[config.mk]
export PLATFORM = sky130hd
export DESIGN_NAME = i2cmon_top
export DESIGN_NICKNAME = d
export VERILOG_FILES = /design/src/rtl/i2cmon_pkg.sv /design/src/rtl/i2cmon_sync.sv /design/src/rtl/i2cmon_cond_det.sv /design/src/rtl/i2cmon_busy_reg.sv /design/src/rtl/i2cmon_arb_track.sv /design/src/rtl/i2cmon_top.sv
export SDC_FILE = /design/constraint.sdc
export NUM_CORES = 1
export LEC_CHECK = 0
export BUFFER_PORTS_ARGS = -buffer_cell sky130_fd_sc_hd__buf_4
export CAP_MARGIN = 15
export CORE_MARGIN = 8
export CORE_UTILIZATION = 30
export CTS_CLUSTER_SIZE = 40
export DETAILED_ROUTE_END_ITERATION = 8
export HOLD_SLACK_MARGIN = 0.06
export SYNTH_ARGS = -nofsm -noshare
export SYNTH_HDL_FRONTEND = slang
export SYNTH_SLANG_ARGS = --single-unit
export TNS_END_PERCENT = 100
[constraint.sdc]
create_clock -name clk -period 0.8 [get_ports clk]
set_clock_uncertainty 0.1 [all_clocks]
set_input_delay 0.08 -clock clk [delete_from_list [all_inputs] [get_ports clk]]
set_output_delay 0.08 -clock clk [all_outputs]
set_load 0.1 [all_outputs]
[src/rtl/i2cmon_pkg.sv]
package i2cmon_pkg;

  // Update policy of the arbitration-lost flag
  typedef enum logic {
    ARB_PER_BIT  = 1'b0,
    ARB_PER_BYTE = 1'b1
  } arb_policy_e;

  // Line events decoded from the synchronized bus
  typedef struct packed {
    logic start;
    logic stop;
    logic scl_rise;
  } bus_evt_t;

endpackage

[src/rtl/i2cmon_sync.sv]
module i2cmon_sync #(
  parameter int              STAGES  = 2,
  parameter int              LANES   = 2,
  parameter logic [LANES-1:0] RST_VAL = '1
) (
  input  logic             clk,
  input  logic             rst_n,
  input  logic [LANES-1:0] d_i,
  output logic [LANES-1:0] q_o
);

  for (genvar l = 0; l < LANES; l++) begin : g_lane
    logic [STAGES-1:0] sh_q;
    logic [STAGES-1:0] sh_d;

    always_comb begin
      sh_d = {sh_q[STAGES-2:0], d_i[l]};
    end

    always_ff @(posedge clk or negedge rst_n) begin
      if (!rst_n) begin
        sh_q <= {STAGES{RST_VAL[l]}};
      end else begin
        sh_q <= sh_d;
      end
    end

    assign q_o[l] = sh_q[STAGES-1];
  end

endmodule

[src/rtl/i2cmon_cond_det.sv]
module i2cmon_cond_det
  import i2cmon_pkg::*;
(
  input  logic     clk,
  input  logic     rst_n,
  input  logic     scl_s_i,
  input  logic     sda_s_i,
  output bus_evt_t evt_o
);

  logic scl_prev_q, scl_prev_d;
  logic sda_prev_q, sda_prev_d;

  always_comb begin
    scl_prev_d = scl_s_i;
    sda_prev_d = sda_s_i;
  end

  always_ff @(posedge clk or negedge rst_n) begin
    if (!rst_n) begin
      scl_prev_q <= 1'b1;
      sda_prev_q <= 1'b1;
    end else begin
      scl_prev_q <= scl_prev_d;
      sda_prev_q <= sda_prev_d;
    end
  end

  logic scl_high_held;
  always_comb begin
    scl_high_held  = scl_s_i & scl_prev_q;
    evt_o.start    = scl_high_held & sda_prev_q & ~sda_s_i;
    evt_o.stop     = scl_high_held & ~sda_prev_q & sda_s_i;
    evt_o.scl_rise = scl_s_i & ~scl_prev_q;
  end

  // no START or STOP is decoded while the synchronized clock is low
  a_r5_quiet_on_scl_low: assert property (@(posedge clk) disable iff (!rst_n)
    !scl_s_i |-> (!evt_o.start && !evt_o.stop));

  // one decoded event at most per cycle
  a_r5_events_exclusive: assert property (@(posedge clk) disable iff (!rst_n)
    $onehot0({evt_o.start, evt_o.stop, evt_o.scl_rise}));

endmodule

[src/rtl/i2cmon_busy_reg.sv]
module i2cmon_busy_reg (
  input  logic clk,
  input  logic rst_n,
  input  logic en_i,
  input  logic start_i,
  input  logic stop_i,
  input  logic wr_en_i,
  input  logic wr_val_i,
  output logic busy_o
);

  logic busy_q, busy_d, busy_ce;
  logic sw_clear, hw_start, hw_stop;

  always_comb begin
    sw_clear = wr_en_i & ~wr_val_i;
    hw_start = en_i & start_i;
    hw_stop  = en_i & stop_i;
    busy_ce  = sw_clear | hw_start | hw_stop;
    busy_d   = busy_q;
    if (sw_clear) busy_d = 1'b0;
    if (hw_stop)  busy_d = 1'b0;
    if (hw_start) busy_d = 1'b1;
  end

  always_ff @(posedge clk or negedge rst_n) begin
    if (!rst_n) begin
      busy_q <= 1'b0;
    end else if (busy_ce) begin
      busy_q <= busy_d;
    end
  end

  assign busy_o = busy_q;

  a_r2_start_sets: assert property (@(posedge clk) disable iff (!rst_n)
    (en_i && start_i) |=> busy_o);

  a_r3_stop_clears: assert property (@(posedge clk) disable iff (!rst_n)
    (en_i && stop_i) |=> !busy_o);

  a_r4_zero_write_clears: assert property (@(posedge clk) disable iff (!rst_n)
    (wr_en_i && !wr_val_i && !(en_i && start_i)) |=> !busy_o);

  a_r4_one_write_ignored: assert property (@(posedge clk) disable iff (!rst_n)
    (wr_en_i && wr_val_i && !(en_i && (start_i || stop_i))) |=> $stable(busy_o));

  a_r8_busy_hold_off: assert property (@(posedge clk) disable iff (!rst_n)
    (!en_i && !(wr_en_i && !wr_val_i)) |=> $stable(busy_o));

  a_r10_start_beats_clear: assert property (@(posedge clk) disable iff (!rst_n)
    (en_i && start_i && wr_en_i && !wr_val_i) |=> busy_o);

endmodule

[src/rtl/i2cmon_arb_track.sv]
module i2cmon_arb_track
  import i2cmon_pkg::*;
(
  input  logic        clk,
  input  logic        rst_n,
  input  logic        en_i,
  input  logic        tx_active_i,
  input  arb_policy_e policy_i,
  input  logic        scl_rise_i,
  input  logic        drv_sda_i,
  input  logic        sda_s_i,
  input  logic        byte_end_i,
  output logic        arb_lost_o
);

  logic sample_ok, bit_lost, byte_tick;
  logic flag_q, flag_d, flag_ce;
  logic pend_q, pend_d, pend_ce;

  always_comb begin
    sample_ok = en_i & tx_active_i & scl_rise_i;
    bit_lost  = sample_ok & drv_sda_i & ~sda_s_i;
    byte_tick = en_i & byte_end_i;

    flag_d  = flag_q;
    flag_ce = 1'b0;
    pend_d  = pend_q;
    pend_ce = 1'b0;

    unique case (policy_i)
      ARB_PER_BIT: begin
        flag_ce = sample_ok;
        flag_d  = bit_lost;
        pend_ce = pend_q;
        pend_d  = 1'b0;
      end
      ARB_PER_BYTE: begin
        flag_ce = byte_tick;
        flag_d  = pend_q | bit_lost;
        pend_ce = byte_tick | bit_lost;
        pend_d  = ~byte_tick & bit_lost | ~byte_tick & pend_q;
      end
      default: begin
        flag_ce = 1'b0;
        pend_ce = 1'b0;
      end
    endcase
  end

  always_ff @(posedge clk or negedge rst_n) begin
    if (!rst_n) begin
      flag_q <= 1'b0;
    end else if (flag_ce) begin
      flag_q <= flag_d;
    end
  end

  always_ff @(posedge clk or negedge rst_n) begin
    if (!rst_n) begin
      pend_q <= 1'b0;
    end else if (pend_ce) begin
      pend_q <= pend_d;
    end
  end

  assign arb_lost_o = flag_q;

  a_r6_bit_loss_flags: assert property (@(posedge clk) disable iff (!rst_n)
    (policy_i == ARB_PER_BIT && en_i && tx_active_i && scl_rise_i && drv_sda_i && !sda_s_i)
    |=> arb_lost_o);

  a_r6_bit_win_clears: assert property (@(posedge clk) disable iff (!rst_n)
    (policy_i == ARB_PER_BIT && en_i && tx_active_i && scl_rise_i && !(drv_sda_i && !sda_s_i))
    |=> !arb_lost_o);

  a_r7_byte_hold: assert property (@(posedge clk) disable iff (!rst_n)
    (policy_i == ARB_PER_BYTE && !(en_i && byte_end_i)) |=> $stable(arb_lost_o));

  a_r7_byte_copy_loss: assert property (@(posedge clk) disable iff (!rst_n)
    (policy_i == ARB_PER_BYTE && en_i && byte_end_i && pend_q) |=> arb_lost_o);

  a_r8_arb_hold_off: assert property (@(posedge clk) disable iff (!rst_n)
    !en_i |=> $stable(arb_lost_o));

  a_r9_no_tx_hold: assert property (@(posedge clk) disable iff (!rst_n)
    (policy_i == ARB_PER_BIT && !tx_active_i) |=> $stable(arb_lost_o));

endmodule

[src/rtl/i2cmon_top.sv]
module i2cmon_top
  import i2cmon_pkg::*;
#(
  parameter int SYNC_STAGES = 2,
  parameter int RST_STAGES  = 2
) (
  input  logic clk,
  input  logic rst_n,
  input  logic scl_i,
  input  logic sda_i,
  input  logic sda_drv_i,
  input  logic tx_active_i,
  input  logic byte_end_i,
  input  logic i2c_mode_i,
  input  logic arb_per_byte_i,
  input  logic wr_en_i,
  input  logic wr_busy_i,
  output logic busy_o,
  output logic arb_lost_o
);

  localparam int LINE_CNT = 2;
  localparam int SCL_IDX  = 0;
  localparam int SDA_IDX  = 1;

  // Reset: asserted asynchronously, released through a short flop chain
  logic [RST_STAGES-1:0] rst_pipe_q, rst_pipe_d;
  logic                  rst_n_int;

  if (RST_STAGES > 1) begin : g_rst_chain
    always_comb rst_pipe_d = {rst_pipe_q[RST_STAGES-2:0], 1'b1};
  end else begin : g_rst_single
    always_comb rst_pipe_d = 1'b1;
  end

  always_ff @(posedge clk or negedge rst_n) begin
    if (!rst_n) begin
      rst_pipe_q <= '0;
    end else begin
      rst_pipe_q <= rst_pipe_d;
    end
  end

  assign rst_n_int = rst_pipe_q[RST_STAGES-1];

  // Line synchronizers (bus idles high)
  logic [LINE_CNT-1:0] lines_raw, lines_s;
  assign lines_raw[SCL_IDX] = scl_i;
  assign lines_raw[SDA_IDX] = sda_i;

  i2cmon_sync #(
    .STAGES (SYNC_STAGES),
    .LANES  (LINE_CNT),
    .RST_VAL({LINE_CNT{1'b1}})
  ) sync_i (
    .clk  (clk),
    .rst_n(rst_n_int),
    .d_i  (lines_raw),
    .q_o  (lines_s)
  );

  bus_evt_t evt;

  i2cmon_cond_det cond_i (
    .clk    (clk),
    .rst_n  (rst_n_int),
    .scl_s_i(lines_s[SCL_IDX]),
    .sda_s_i(lines_s[SDA_IDX]),
    .evt_o  (evt)
  );

  i2cmon_busy_reg busy_i (
    .clk     (clk),
    .rst_n   (rst_n_int),
    .en_i    (i2c_mode_i),
    .start_i (evt.start),
    .stop_i  (evt.stop),
    .wr_en_i (wr_en_i),
    .wr_val_i(wr_busy_i),
    .busy_o  (busy_o)
  );

  arb_policy_e policy;
  assign policy = arb_policy_e'(arb_per_byte_i);

  i2cmon_arb_track arb_i (
    .clk        (clk),
    .rst_n      (rst_n_int),
    .en_i       (i2c_mode_i),
    .tx_active_i(tx_active_i),
    .policy_i   (policy),
    .scl_rise_i (evt.scl_rise),
    .drv_sda_i  (sda_drv_i),
    .sda_s_i    (lines_s[SDA_IDX]),
    .byte_end_i (byte_end_i),
    .arb_lost_o (arb_lost_o)
  );

endmodule

* After elaboration in Yosys (flattened, before gate mapping)
Index checks and enable logic that the tools add are counted.
** Cells by class
- Reduce and logical (&&, ||, !) cells :: 2
- Bitwise operators :: 27
- Mux-type cells :: 7
** Operator list (number)
- AND 1 bit :: 16
- case mux 1 bit (2 select lines) :: 4
- NOT 1 bit :: 6
- OR 1 bit :: 5
- 2-to-1 mux 1 bit :: 3
- nonzero test 3 bit :: 1
- AND reduction 2 bit :: 1
** Storage, ports and cells
- Bits in registers :: 11
- Output and inout bits :: 2
- Input bits :: 11
- Logic and storage cells :: 44

* Logic depth before layout (Yosys ltp)
- Word-level depth :: 8
- Gate-level depth with buffers :: 3
- Gate-level depth less buffers :: 3

* Hierarchy
Synthesis repeated with hierarchy kept, for this count alone.
** Second synthesis, totals
- Cell total of the unflattened synthesis :: 30
- Area, all modules :: 410.4 µm²
** Modules (own cells, without submodules)
- i2cmon_sync :: area each 120.1 µm², instances 1, cells each 6, seq. area each 105.1 µm²
- i2cmon_arb_track :: area each 112.6 µm², instances 1, cells each 12, seq. area each 50.0 µm²
- i2cmon_cond_det :: area each 78.8 µm², instances 1, cells each 5, seq. area each 52.6 µm²
- i2cmon_top :: area each 53.8 µm², instances 1, cells each 3, seq. area each 50.0 µm²
- i2cmon_busy_reg :: area each 45.0 µm², instances 1, cells each 4, seq. area each 25.0 µm²

* Worst setup path before layout
OpenSTA, ideal clock, no wires.
- Path kind :: flip-flop to flip-flop
- Start :: reg sync_i.g_lane[1].sh_q[1]
- End :: reg arb_i.flag_q (netlist: arb_i.arb_lost_o)
- Period minus slack after synthesis :: 1.411 ns
- Path buffers :: 0
- Cell stages (with the launch flop) :: 4
- Data required time :: 0.574 ns
- Path slack :: -0.611 ns
- Arrival time :: 1.186 ns
- Cells stage by stage :: dfstp_2 -> and3b_1 -> a32o_1 -> mux2_2
** On the way
- Word-level cells in the longest chain between the ends :: 4
** RTL lines
- start, declared :: RTL line i2cmon_sync.sv:13 : logic [STAGES-1:0] sh_q;
- start signal, assigned :: RTL line i2cmon_sync.sv:22 : sh_q <= {STAGES{RST_VAL[l]}};
- NOT 1 bit (*) :: RTL line i2cmon_arb_track.sv:22 : bit_lost = sample_ok & drv_sda_i & ~sda_s_i;
- AND 1 bit (*) :: RTL line i2cmon_arb_track.sv:22
- OR 1 bit :: RTL line i2cmon_arb_track.sv:39 : flag_d = pend_q | bit_lost;
- case mux 1 bit (2 select lines) (*) :: RTL line i2cmon_arb_track.sv:30 : unique case (policy_i)
- end signal, assigned :: RTL line i2cmon_arb_track.sv:54 : flag_q <= flag_d;
- end, declared :: RTL line i2cmon_arb_track.sv:17 : logic flag_q, flag_d, flag_ce;
Every way passes the cells marked *; elsewhere a longest branch is shown, timed or not.
A chain may end at the register's enable or synchronous reset.

* Final worst setup path
Same ends and word-level chain as after synthesis.

==> reports/qor.csv <==
metric;value;unit
Pre-Repair DR Iteration Count;2;
Final Slew Violations;0;
met3 routed wirelength;86;um
wire length on met2;384;um
Peak supply drop;0.00107;V
ratio of cells with drive above 1 in the final layout;63.5;%
Via Count;289;
prevailing post-synth register cell;sky130_fd_sc_hd__dfstp_2;
Detail Route Antenna Nets;0;
required time reported for the critical path endpoint;0.85;ns
total clock sinks;11;
number of antenna violations at the first check in global routing;0;
final hold slack;-0.105;ns
final hold viol count;1;
sequential-to-total area share from yosys stat;72.2;%
Core Util, Final;51.6;%
unrepaired setup endpoints after global routing;yes;
growth of design area from synthesis to finish;65.2;%
R2R Setup Slk;-0.59;ns
P per Cell Area;1720;nW/um2
Final TNS setup;-2.12;ns
total of buffers placed on input and output ports;12;
placer's final routability congestion estimate;0.676;
number of H-tree branching levels;1;
routed len/inst;11.9;um
count of cell types in the netlist;17;
endpoints failing setup;5;
filler instances;103;
flip-flop and latch area;290;um2
DIE HEIGHT;52.1;um
endpoint arrival time on the critical path;1.44;ns
largest net degree at the start of global routing;10;
wire length the detailed router placed on met1;329;um
estimated wirelength of the detail-placed design;618;um
area share of the leading cell type in the synthesized netlist;40.3;%
top cells by area in the synthesized netlist;sky130_fd_sc_hd__dfstp_2, sky130_fd_sc_hd__dfrtp_1, sky130_fd_sc_hd__a31oi_1;
clock root cell;sky130_fd_sc_hd__clkbuf_4;
post-synthesis async set-or-reset flop share;100;%
post-layout min period;1.39;ns
total die area;2720;um2
most common cell in the netlist;sky130_fd_sc_hd__dfstp_2;
number of enable-type register cells in the synthesized netlist;0;
portion of the clock cycle consumed by the worst path in the final layout;174;%
critical path class;reg2reg;
number of synthesized register bits;11;
highest clock rate;720;MHz
vias in the first global route;314;
Final Worst Setup Slack;-0.589;ns
worst setup path startpoint;sync_i.g_lane[1].sh_q[1]$_DFF_PN1_;
number of buffers inserted during clock tree synthesis;3;
total inserted antenna cells;0;
Critical Path End Type;register;
run status;finished with violations;
post-synthesis instance area;392;um2
Synth Area per Inst;14.5;um2
area inside the core boundary;1250;um2
final layout net count;64;
cells after synthesis;27;
number of placed I/O pins;13;
Hold Path Class;in2reg;
most area-hungry cell type in the Yosys netlist;sky130_fd_sc_hd__dfstp_2;
Net Count, Synth;38;
Std-Cell Rows;13;
First DRT Iteration DRCs;3;
Max Fanout on Critical Path;2;
area occupied by multi-input gates;116;um2
number of buffers on the longest clock path;2;
CTS Hold Buffers Added;3;
DRC;0;
capturing element of the worst setup path;arb_i.arb_lost_o$_DFFE_PN0P_;
TritonCTS clock tree;built;
Clock Latency Late Sink;0.26;ns
highest routing layer actually used;met3;
Via density;4.31;
reported max-cap violation count;0;
Reg-to-Reg Start;sync_i.g_lane[1].sh_q[1]$_DFF_PN1_;
total wire length after detailed routing;800;um
CTS clock-pin slew for the worst setup and hold paths;0.07;ns
starting density of the core;31.3;%
depth of the worst register-to-register path;3;
worst-case setup slack after placement;-0.587;ns
category of the worst setup path launch point;register;
list of most frequent post-synthesis cells;sky130_fd_sc_hd__dfstp_2, sky130_fd_sc_hd__dfrtp_1, sky130_fd_sc_hd__a31oi_1;
wire length of the first global-routing pass;1.28;mm
Total Routing Usage GR;6.35;%
GRT Residual Overflow;0;
failing checks;hold timing, setup timing;
reg-to-reg endpoint;arb_i.arb_lost_o$_DFFE_PN0P_;
horizontal die dimension;52.1;um
synthesis warning total;0;
standby leakage power;0.000290;uW
[stage by stage]
| step | std cells | total power [uW] | hold slack, ns | area (um2) |
|---|---|---|---|---|
| 6_report | 67 | 1120 | -0.105 | 647 |
| 5_1_grt | 67 | 1180 | -0.118 | 647 |
| 4_1_cts | 67 | 1140 | -0.116 | 641 |
| 3_5_place_dp | 59 | 737 | -0.235 | 546 |
| 3_3_place_gp | 59 | 732 | -0.238 | 546 |
| 2_1_floorplan | 27 | 662 | -0.316 | 399 |
[critical path, cell delays in order, from the launching register on]
cell and delay, ns:
sky130_fd_sc_hd__dfstp_2 0.52, sky130_fd_sc_hd__and3b_1 0.18, sky130_fd_sc_hd__a32o_1 0.21, sky130_fd_sc_hd__mux2_2 0.26
[layer usage]
metal	vias to the layer above	global-route usage (%)
met5	-	0
met4	0	2.59
met3	0	4.84
met2	10	8.80
met1	132	7.15
li1	147	-
[registers in the layout (all words and copies together) (netlist names)]
| signal | flops |
|---|---|
| sync_i.g_lane.sh_q | 4 |
| cond_i.scl_prev_q | 1 |
| arb_i.arb_lost_o | 1 |
| busy_i.busy_o | 1 |
| arb_i.pend_q | 1 |
| cond_i.sda_prev_q | 1 |
| rst_pipe_q | 2 |
[logic make-up (layout without fill, tap and decap cells)]
logic type             Yosys count  in the layout  share of synthesized area [%]
other                            1              1                          0.958
AO/OA/AOI/OAI                    6              6                           10.9
buffers and inverters            1             26                          0.958
AND/OR/NAND/NOR                  7              7                           12.1
flip-flops                      11             11                           72.2
multiplexers                     1              1                           2.88
[report_power, final]
group / internal [uW] / switching (uW)
logic: 84.2 / 54.7
registers: 594 / 20.2
clock network: 185 / 177
[layout by cell type, fill, tap and decap left out]
cell / n
sky130_fd_sc_hd__a31oi_1: 2
sky130_fd_sc_hd__inv_1: 1
sky130_fd_sc_hd__nand2b_1: 1
sky130_fd_sc_hd__nor4bb_2: 1
sky130_fd_sc_hd__nor2_1: 1
sky130_fd_sc_hd__dfstp_2: 6
sky130_fd_sc_hd__buf_12: 2
sky130_fd_sc_hd__a211oi_1: 1
sky130_fd_sc_hd__and2_1: 1
sky130_fd_sc_hd__a22oi_2: 1
sky130_fd_sc_hd__buf_4: 16
sky130_fd_sc_hd__and3b_1: 1
sky130_fd_sc_hd__dfrtp_1: 3
sky130_fd_sc_hd__dfrtp_4: 2
sky130_fd_sc_hd__o21ai_1: 1
sky130_fd_sc_hd__clkbuf_4: 3
sky130_fd_sc_hd__a32o_1: 1
sky130_fd_sc_hd__nor2b_1: 1
sky130_fd_sc_hd__conb_1: 1
sky130_fd_sc_hd__nand4_1: 1
sky130_fd_sc_hd__mux2_2: 1
sky130_fd_sc_hd__dlygate4sd3_1: 3
sky130_fd_sc_hd__clkinv_2: 1
[repair_timing]
item,CTS,global route
endpoints found under the hold margin,8,3
buffers inserted,1,0
resized for setup,7,1
endpoints found under the setup margin,5,5
pin swaps,2,1
[how the worst min path moves through the flow]
stage                          start                       end  slack (ns)  cells after the start
after floorplan                rst_n   rst_pipe_q[0]$_DFF_PN0_       -0.32                      0
after global placement         rst_n   rst_pipe_q[0]$_DFF_PN0_       -0.24                      1
after detailed placement       rst_n   rst_pipe_q[0]$_DFF_PN0_       -0.23                      1
after CTS                 byte_end_i  arb_i.pend_q$_DFFE_PN0P_       -0.12                      2
after global routing      byte_end_i  arb_i.pend_q$_DFFE_PN0P_       -0.12                      2
final                     byte_end_i  arb_i.pend_q$_DFFE_PN0P_       -0.11                      2
[final cells by class]
| cell class | count | share of cell area [%] |
|---|---|---|
| flip-flops and latches | 11 | 44.9 |
| repair buffers | 21 | 29.4 |
| multi-input cells | 15 | 18.0 |
| clock buffers | 3 | 3.48 |
| well taps | 15 | 2.90 |
| clock inverters | 1 | 0.774 |
| inverters | 1 | 0.580 |
No activity file was read; power rests on OpenSTA's default activity.
